--- config.mk ---
export PLATFORM = sky130hd
export DESIGN_NAME = pingpong_regfile
export DESIGN_NICKNAME = d
export VERILOG_FILES = /design/src/rtl/pp_rf_pkg.sv /design/src/rtl/pp_unit_bank.sv /design/src/rtl/pp_switcher.sv /design/src/rtl/pp_bank.sv /design/src/rtl/pingpong_regfile.sv
export SDC_FILE = /design/constraint.sdc
export NUM_CORES = 1
export LEC_CHECK = 0
export BUFFER_PORTS_ARGS = -buffer_cell sky130_fd_sc_hd__buf_2
export CAP_MARGIN = 20
export CORE_MARGIN = 8
export CORE_UTILIZATION = 30
export DETAILED_ROUTE_END_ITERATION = 10
export PLACE_DENSITY = 0.46
export SYNTH_ARGS = -nofsm -noshare
export SYNTH_HDL_FRONTEND = slang
export SYNTH_SLANG_ARGS = --single-unit
--- constraint.sdc ---
create_clock -name clk -period 4.7 [get_ports clk]
set_input_delay 1.175 -clock clk [delete_from_list [all_inputs] [get_ports clk]]
set_output_delay 1.175 -clock clk [all_outputs]
set_load 0.02 [all_outputs]
--- src/rtl/pp_rf_pkg.sv ---
// Package: shared types for the two-bank alternating register file.
package pp_rf_pkg;
    localparam int unsigned PP_NUM_BANKS = 2;

    // Summary of which banks one unit touches in the current cycle.
    typedef struct packed {
        logic active;   // at least one enabled access
        logic split;    // accesses in both banks
        logic bank;     // bank used (meaningful when active and not split)
    } bank_use_t;
endpackage

--- src/rtl/pp_unit_bank.sv ---
// Module: pp_unit_bank
// Summarizes the bank footprint of one execution unit in the current cycle.
// Assumes the bank is the most significant bit of the register index.
module pp_unit_bank #(
    parameter int unsigned IDX_W  = 4,
    parameter int unsigned NUM_RD = 2
) (
    input  logic [NUM_RD-1:0]            rd_en,
    input  logic [NUM_RD-1:0][IDX_W-1:0] rd_idx,
    input  logic                         wr_en,
    input  logic [IDX_W-1:0]             wr_idx,
    output pp_rf_pkg::bank_use_t         use_o
);
    logic touch0;
    logic touch1;

    // Collect the banks named by every enabled access of this unit.
    always_comb begin
        touch0 = 1'b0;
        touch1 = 1'b0;
        for (int p = 0; p < NUM_RD; p++) begin
            if (rd_en[p]) begin
                if (rd_idx[p][IDX_W-1]) touch1 = 1'b1;
                else                    touch0 = 1'b1;
            end
        end
        if (wr_en) begin
            if (wr_idx[IDX_W-1]) touch1 = 1'b1;
            else                 touch0 = 1'b1;
        end
        use_o.active = touch0 | touch1;
        use_o.split  = touch0 & touch1;
        use_o.bank   = touch1;
    end
endmodule

--- src/rtl/pp_switcher.sv ---
// Module: pp_switcher
// Checks the bank rules for one bundle and holds the switcher state.
// The state names the bank owned by the load/store unit; the arithmetic unit
// owns the other one. Assumes a synchronous active-low reset.
module pp_switcher (
    input  logic                 clk,
    input  logic                 rst_n,
    input  pp_rf_pkg::bank_use_t ls_use,
    input  pp_rf_pkg::bank_use_t ar_use,
    output logic                 conflict,
    output logic                 sel_now,
    output logic                 sw_state
);
    // Rule check: one bank per unit, and opposite banks for the two units.
    always_comb begin
        conflict = ls_use.split | ar_use.split |
                   (ls_use.active & ar_use.active & (ls_use.bank == ar_use.bank));
    end

    // Bank ownership for this cycle, derived from whichever unit is active.
    always_comb begin
        if (ls_use.active)      sel_now = ls_use.bank;
        else if (ar_use.active) sel_now = ~ar_use.bank;
        else                    sel_now = sw_state;
    end

    // State register: updated only by a legal, non-idle bundle.
    always_ff @(posedge clk) begin
        if (!rst_n)
            sw_state <= 1'b0;
        else if (!conflict && (ls_use.active || ar_use.active))
            sw_state <= sel_now;
    end
endmodule

--- src/rtl/pp_bank.sv ---
// Module: pp_bank
// One register bank with NUM_RD combinational read ports and one write port.
// Writes commit at the clock edge, so same-cycle reads see the old value.
module pp_bank #(
    parameter int unsigned DATA_W = 32,
    parameter int unsigned DEPTH  = 8,
    parameter int unsigned NUM_RD = 2,
    localparam int unsigned LOC_W = $clog2(DEPTH)
) (
    input  logic                          clk,
    input  logic                          rst_n,
    input  logic [NUM_RD-1:0][LOC_W-1:0]  rd_idx,
    output logic [NUM_RD-1:0][DATA_W-1:0] rd_data,
    input  logic                          we,
    input  logic [LOC_W-1:0]              wr_idx,
    input  logic [DATA_W-1:0]             wr_data
);
    logic [DATA_W-1:0] cells [DEPTH];

    // Storage: clear on reset, otherwise accept the single write port.
    always_ff @(posedge clk) begin
        if (!rst_n) begin
            for (int i = 0; i < DEPTH; i++) cells[i] <= '0;
        end else if (we) begin
            cells[wr_idx] <= wr_data;
        end
    end

    // Read ports: plain combinational lookups.
    always_comb begin
        for (int p = 0; p < NUM_RD; p++) rd_data[p] = cells[rd_idx[p]];
    end
endmodule

--- src/rtl/pingpong_regfile.sv ---
// Module: pingpong_regfile (top)
// Shared data register file split into two banks. The load/store unit and
// the arithmetic unit each use one bank per cycle, on opposite banks, so each
// bank carries the ports of only one unit. Illegal bundles raise conflict,
// lose all their writes and read back zero.
module pingpong_regfile #(
    parameter int unsigned DATA_W   = 32,
    parameter int unsigned NUM_REGS = 16,
    parameter int unsigned NUM_RD   = 2,
    localparam int unsigned IDX_W   = $clog2(NUM_REGS),
    localparam int unsigned LOC_W   = IDX_W - 1,
    localparam int unsigned DEPTH   = NUM_REGS / pp_rf_pkg::PP_NUM_BANKS
) (
    input  logic                          clk,
    input  logic                          rst_n,
    input  logic [NUM_RD-1:0]             ls_rd_en,
    input  logic [NUM_RD-1:0][IDX_W-1:0]  ls_rd_idx,
    output logic [NUM_RD-1:0][DATA_W-1:0] ls_rd_data,
    input  logic                          ls_wr_en,
    input  logic [IDX_W-1:0]              ls_wr_idx,
    input  logic [DATA_W-1:0]             ls_wr_data,
    input  logic [NUM_RD-1:0]             ar_rd_en,
    input  logic [NUM_RD-1:0][IDX_W-1:0]  ar_rd_idx,
    output logic [NUM_RD-1:0][DATA_W-1:0] ar_rd_data,
    input  logic                          ar_wr_en,
    input  logic [IDX_W-1:0]              ar_wr_idx,
    input  logic [DATA_W-1:0]             ar_wr_data,
    output logic                          conflict,
    output logic                          sw_state
);
    pp_rf_pkg::bank_use_t ls_use;
    pp_rf_pkg::bank_use_t ar_use;
    logic                 sel_now;
    logic [NUM_RD-1:0][DATA_W-1:0] bank_rd [pp_rf_pkg::PP_NUM_BANKS];

    pp_unit_bank #(.IDX_W(IDX_W), .NUM_RD(NUM_RD)) u_ls_use (
        .rd_en(ls_rd_en), .rd_idx(ls_rd_idx), .wr_en(ls_wr_en),
        .wr_idx(ls_wr_idx), .use_o(ls_use)
    );

    pp_unit_bank #(.IDX_W(IDX_W), .NUM_RD(NUM_RD)) u_ar_use (
        .rd_en(ar_rd_en), .rd_idx(ar_rd_idx), .wr_en(ar_wr_en),
        .wr_idx(ar_wr_idx), .use_o(ar_use)
    );

    pp_switcher u_switch (
        .clk(clk), .rst_n(rst_n), .ls_use(ls_use), .ar_use(ar_use),
        .conflict(conflict), .sel_now(sel_now), .sw_state(sw_state)
    );

    // Per-bank port steering: the owning unit drives the bank's ports.
    for (genvar b = 0; b < pp_rf_pkg::PP_NUM_BANKS; b++) begin : g_bank
        logic                         own_ls;
        logic [NUM_RD-1:0][LOC_W-1:0] rd_loc;
        logic                         wr_sel_en;
        logic [IDX_W-1:0]             wr_sel_idx;
        logic [DATA_W-1:0]            wr_sel_data;
        logic                         we;

        assign own_ls      = (sel_now == 1'(b));
        assign wr_sel_en   = own_ls ? ls_wr_en   : ar_wr_en;
        assign wr_sel_idx  = own_ls ? ls_wr_idx  : ar_wr_idx;
        assign wr_sel_data = own_ls ? ls_wr_data : ar_wr_data;
        assign we = !conflict && wr_sel_en && (wr_sel_idx[IDX_W-1] == 1'(b));

        for (genvar p = 0; p < NUM_RD; p++) begin : g_rport
            assign rd_loc[p] = own_ls ? ls_rd_idx[p][LOC_W-1:0]
                                      : ar_rd_idx[p][LOC_W-1:0];
        end

        pp_bank #(.DATA_W(DATA_W), .DEPTH(DEPTH), .NUM_RD(NUM_RD)) u_bank (
            .clk(clk), .rst_n(rst_n), .rd_idx(rd_loc), .rd_data(bank_rd[b]),
            .we(we), .wr_idx(wr_sel_idx[LOC_W-1:0]), .wr_data(wr_sel_data)
        );
    end

    // Return path: each unit reads from its own bank, zero when blocked.
    for (genvar p = 0; p < NUM_RD; p++) begin : g_ret
        assign ls_rd_data[p] = (ls_rd_en[p] && !conflict)
                               ? bank_rd[ls_rd_idx[p][IDX_W-1]][p] : '0;
        assign ar_rd_data[p] = (ar_rd_en[p] && !conflict)
                               ? bank_rd[ar_rd_idx[p][IDX_W-1]][p] : '0;
    end
endmodule

==> impl_metrics.py <==
metrics = {
    "yosys": {
        "synth_nets": 3072,
        "synth_top_area_share": 0.5270,
        "syn_inst": 2976,
        "synth-seq-cells": 513,
        "ys.flop_type": "edfxtp_1",
        "synth_edf_count": 512,
        "synthTopCellsByArea": "edfxtp_1 53%, nor2_1 7.6%, mux2i_1 6.5%, nand2_1 5.6%, a21oi_1 4.8%",
        "yosysSeqAreaShare": 0.5277,
        "yosys.area_share.adder": 0,
        "synth_mux_area_frac": 0.09722,
        "synth_cell_types": 67,
        "ys_warn_count": 0,
        "synth_xor_area_frac": 0,
        "syn_area_per_cell_um2": 9.804,
        "synth_compound_area_frac": 0.1769,
        "synth_top_family_by_area": "compound AO/OA/AOI/OAI gates",
        "synthSimpleGateAreaFrac": 0.1598,
        "syn_area_um2": 29180,
        "yosysTopAreaCell": "edfxtp_1",
        "ys_async_sr_fraction": 0,
    },
    "sta": {
        "finalMaxSlewViolations": 0,
        "tns_ns": -58.83,
        "min_period_ns": 5.270,
        "finalHoldViolCount": 0,
        "setup_viol": 128,
        "fmax_ghz": 0.1897,
        "rsz0062_at_grt": "true",
        "skew_ns": 0.02019,
        "setup_ws_ns": -0.5701,
        "maxSlewHeadroom": 0.3669,
        "worst_slew_pin_slew_ns": 0.9232,
        "post-route-period-util": 1.121,
    },
    "layout": {
        "fin_util": 0.4455,
        "final_cells": 4921,
        "regArea_um2": 15390,
        "final_common_cell": "nor2_1",
        "multi_input_area_um2": 15680,
        "nets": 3687,
        "layout_common_cells": "571 x nor2_1, 512 x edfxtp_1, 406 x nand2_1",
        "layout-drive-gt1-share": 0.3901,
        "n_fill_cell": 9040,
        "areaGrowthSynthToFinish_pct": 47.45,
    },
    "min_path": {
        "hold_path_class": "flip-flop to flip-flop",
    },
    "setup_path": {
        "crit_chain": "buf_6, nor2b_4, buf_4, or4_4, nor2_2, buf_12, o21ai_4, and2_4, buf_12, buf_12, buf_12, mux2_2, o22ai_1, or3_4, o21ai_4, buf_6",
        "cp_slowest_cell": "or4_4",
        "crit_top_cell": "buf_12",
        "worst-path-max-fanout": 9,
        "endpoint_kind": "output port",
        "max_stage_delay_ns": 0.45,
        "critPathRequiredTime_ns": 3.52,
        "critPathKind": "input pin to output port",
        "arrival_ns": 4.10,
        "worstSetupStartpointType": "input pin",
    },
    "global_route": {
        "grt_max_degree": 38,
        "first_global_vias": 28140,
        "grt_use_total": 0.2605,
        "grt_pass1_wl_mm": 205.8,
        "antenna_found_initial": 3,
        "grt.overflow.total": 0,
    },
    "routing": {
        "firstDrtPassIters": 5,
        "drtIter0Drc": 3365,
        "vias": 28800,
        "via_per_inst": 5.852,
        "drc": 0,
        "postRouteAntennaNets": 0,
        "wl_per_cell_um": 30.04,
        "totalWireLength_mm": 147.8,
    },
    "cts": {
        "htreeDepth": 2,
        "cts_tree": "yes",
        "cts_root_buf": "clkbuf_16",
        "clkTransAtPathRegs_ns": 0.07,
        "clock_latency_ns": 0.66,
        "cts_num_sinks": 513,
        "cts.path.max_buffers": 3,
        "cts_made_buffers": 60,
    },
    "place": {
        "dp_cells": 4719,
        "place_ws_ns": -0.8236,
        "io_buffers": 225,
        "place_congestion": 0.9499,
        "hpwl_mm": 100.9,
    },
    "power_and_ir_drop": {
        "power_mw": 15.47,
        "p_per_area_nw_per_um2": 359.6,
        "ir_drop_v": 0.0002702,
        "p_leak_nw": 16.30,
    },
    "floorplanning": {
        "pin_count": 226,
        "initial_utilization": 0.3021,
        "die_area_um2": 107500,
        "die_width_um": 327.9,
        "die_h_um": 327.9,
        "rows": 114,
        "core-area_um2": 96570,
    },
    "status": {
        "outcome": "finished with violations",
        "violations": "setup timing",
    },
    "job": {
        "max-cap-violations": 0,
    },
}
-- metrics by stage --
stage	cell area, um2	hold slack [ns]
global placement	37390	0.5563
floorplan	30550	0.5852
global route	43020	0.6501
detailed placement	37390	0.5662
finish	43020	0.5932
CTS	41370	0.5822
-- repair_timing --
item                       CTS  global route
hold buffers                 0             0
pin swaps                   61            73
gates cloned                11             6
setup endpoints to repair  128           128
setup buffers               41            37
gates resized for setup    301           300
-- registers in the layout, summed over array words and instances (netlist names) --
name and flops:
u_switch.sw_state 1, g_bank.u_bank.cells 512
-- critical path, delay by kind of cell --
family | cells | cell delay [ns]
AO/OA/AOI/OAI | 3 | 0.40
multiplexers | 1 | 0.22
AND/OR/NAND/NOR | 5 | 1.32
buffers and inverters | 7 | 0.96
-- cell type report --
| type | instances | area share |
|---|---|---|
| Multi-Input combinational cell | 2204 | 0.3644 |
| Sequential cell | 513 | 0.3579 |
| Timing Repair Buffer | 800 | 0.1931 |
| Tap cell | 1276 | 0.03711 |
| Clock buffer | 68 | 0.03560 |
| Clock inverter | 46 | 0.01076 |
| Inverter | 12 | 0.001047 |
| Antenna cell | 2 | 0.0001163 |
-- routing by layer --
layer	GRT usage	wire [um]	share of wire
met2	0.4051	64640	0.44
met4	0.08715	5494	0.037
met1	0.3671	64360	0.44
met5	0	13	0.000088
met3	0.04227	13320	0.090
-- synth_stat cells (3+ instances only) --
cell type,count
a211oi_1,37
a21boi_0,6
a21oi_1,278
a221o_1,18
a221oi_1,56
a222oi_1,3
a22o_1,6
a22oi_1,48
a311oi_1,14
a31o_2,3
a31oi_1,3
a32oi_1,3
and2_1,5
and3_1,48
buf_1,11
buf_2,59
buf_4,13
buf_6,3
clkbuf_1,162
edfxtp_1,512
inv_1,12
mux2_1,12
mux2_2,71
mux2i_1,190
nand2_1,439
nand2b_1,7
nand3_1,19
nor2_1,592
nor2b_1,9
nor3_1,11
o211ai_1,4
o21a_1,3
o21ai_0,13
o21ai_1,31
o221ai_1,51
o22a_1,29
o22ai_1,134
o31ai_1,3
o32a_1,3
o32ai_1,5
or3_1,16
-- final timing paths --
kind / cells after the start / start / to / slack, ns
setup / recovery: 16 / ar_rd_en[1] / ls_rd_data[8] / -0.57
hold / removal: 2 / u_switch.sw_state / u_switch.sw_state / 0.59
setup reg to reg: 15 / u_switch.sw_state / g_bank[0].u_bank.cells[5][4] / 1.00
hold reg to reg: 2 / u_switch.sw_state / u_switch.sw_state / 0.59
-- cell families (layout without fill, tap and decap cells) --
logic type / count (synthesis) / count (layout)
AOI/OAI and AO/OA: 770 / 770
and+or+nand+nor: 1160 / 1160
muxes: 273 / 274
other: 0 / 2
DFF: 513 / 513
buffers and inverters: 260 / 926
-- power by group --
group | leakage, nW | switching, mW | internal (mW) | total, mW
clock network | 0.989 | 2.02 | 2.78 | 4.80
logic | 10.4 | 3.03 | 2.18 | 5.21
registers | 4.87 | 0.168 | 5.29 | 5.46
total | 16.3 | 5.22 | 10.3 | 15.5
Note: power is estimated with default switching activity, not from simulation.
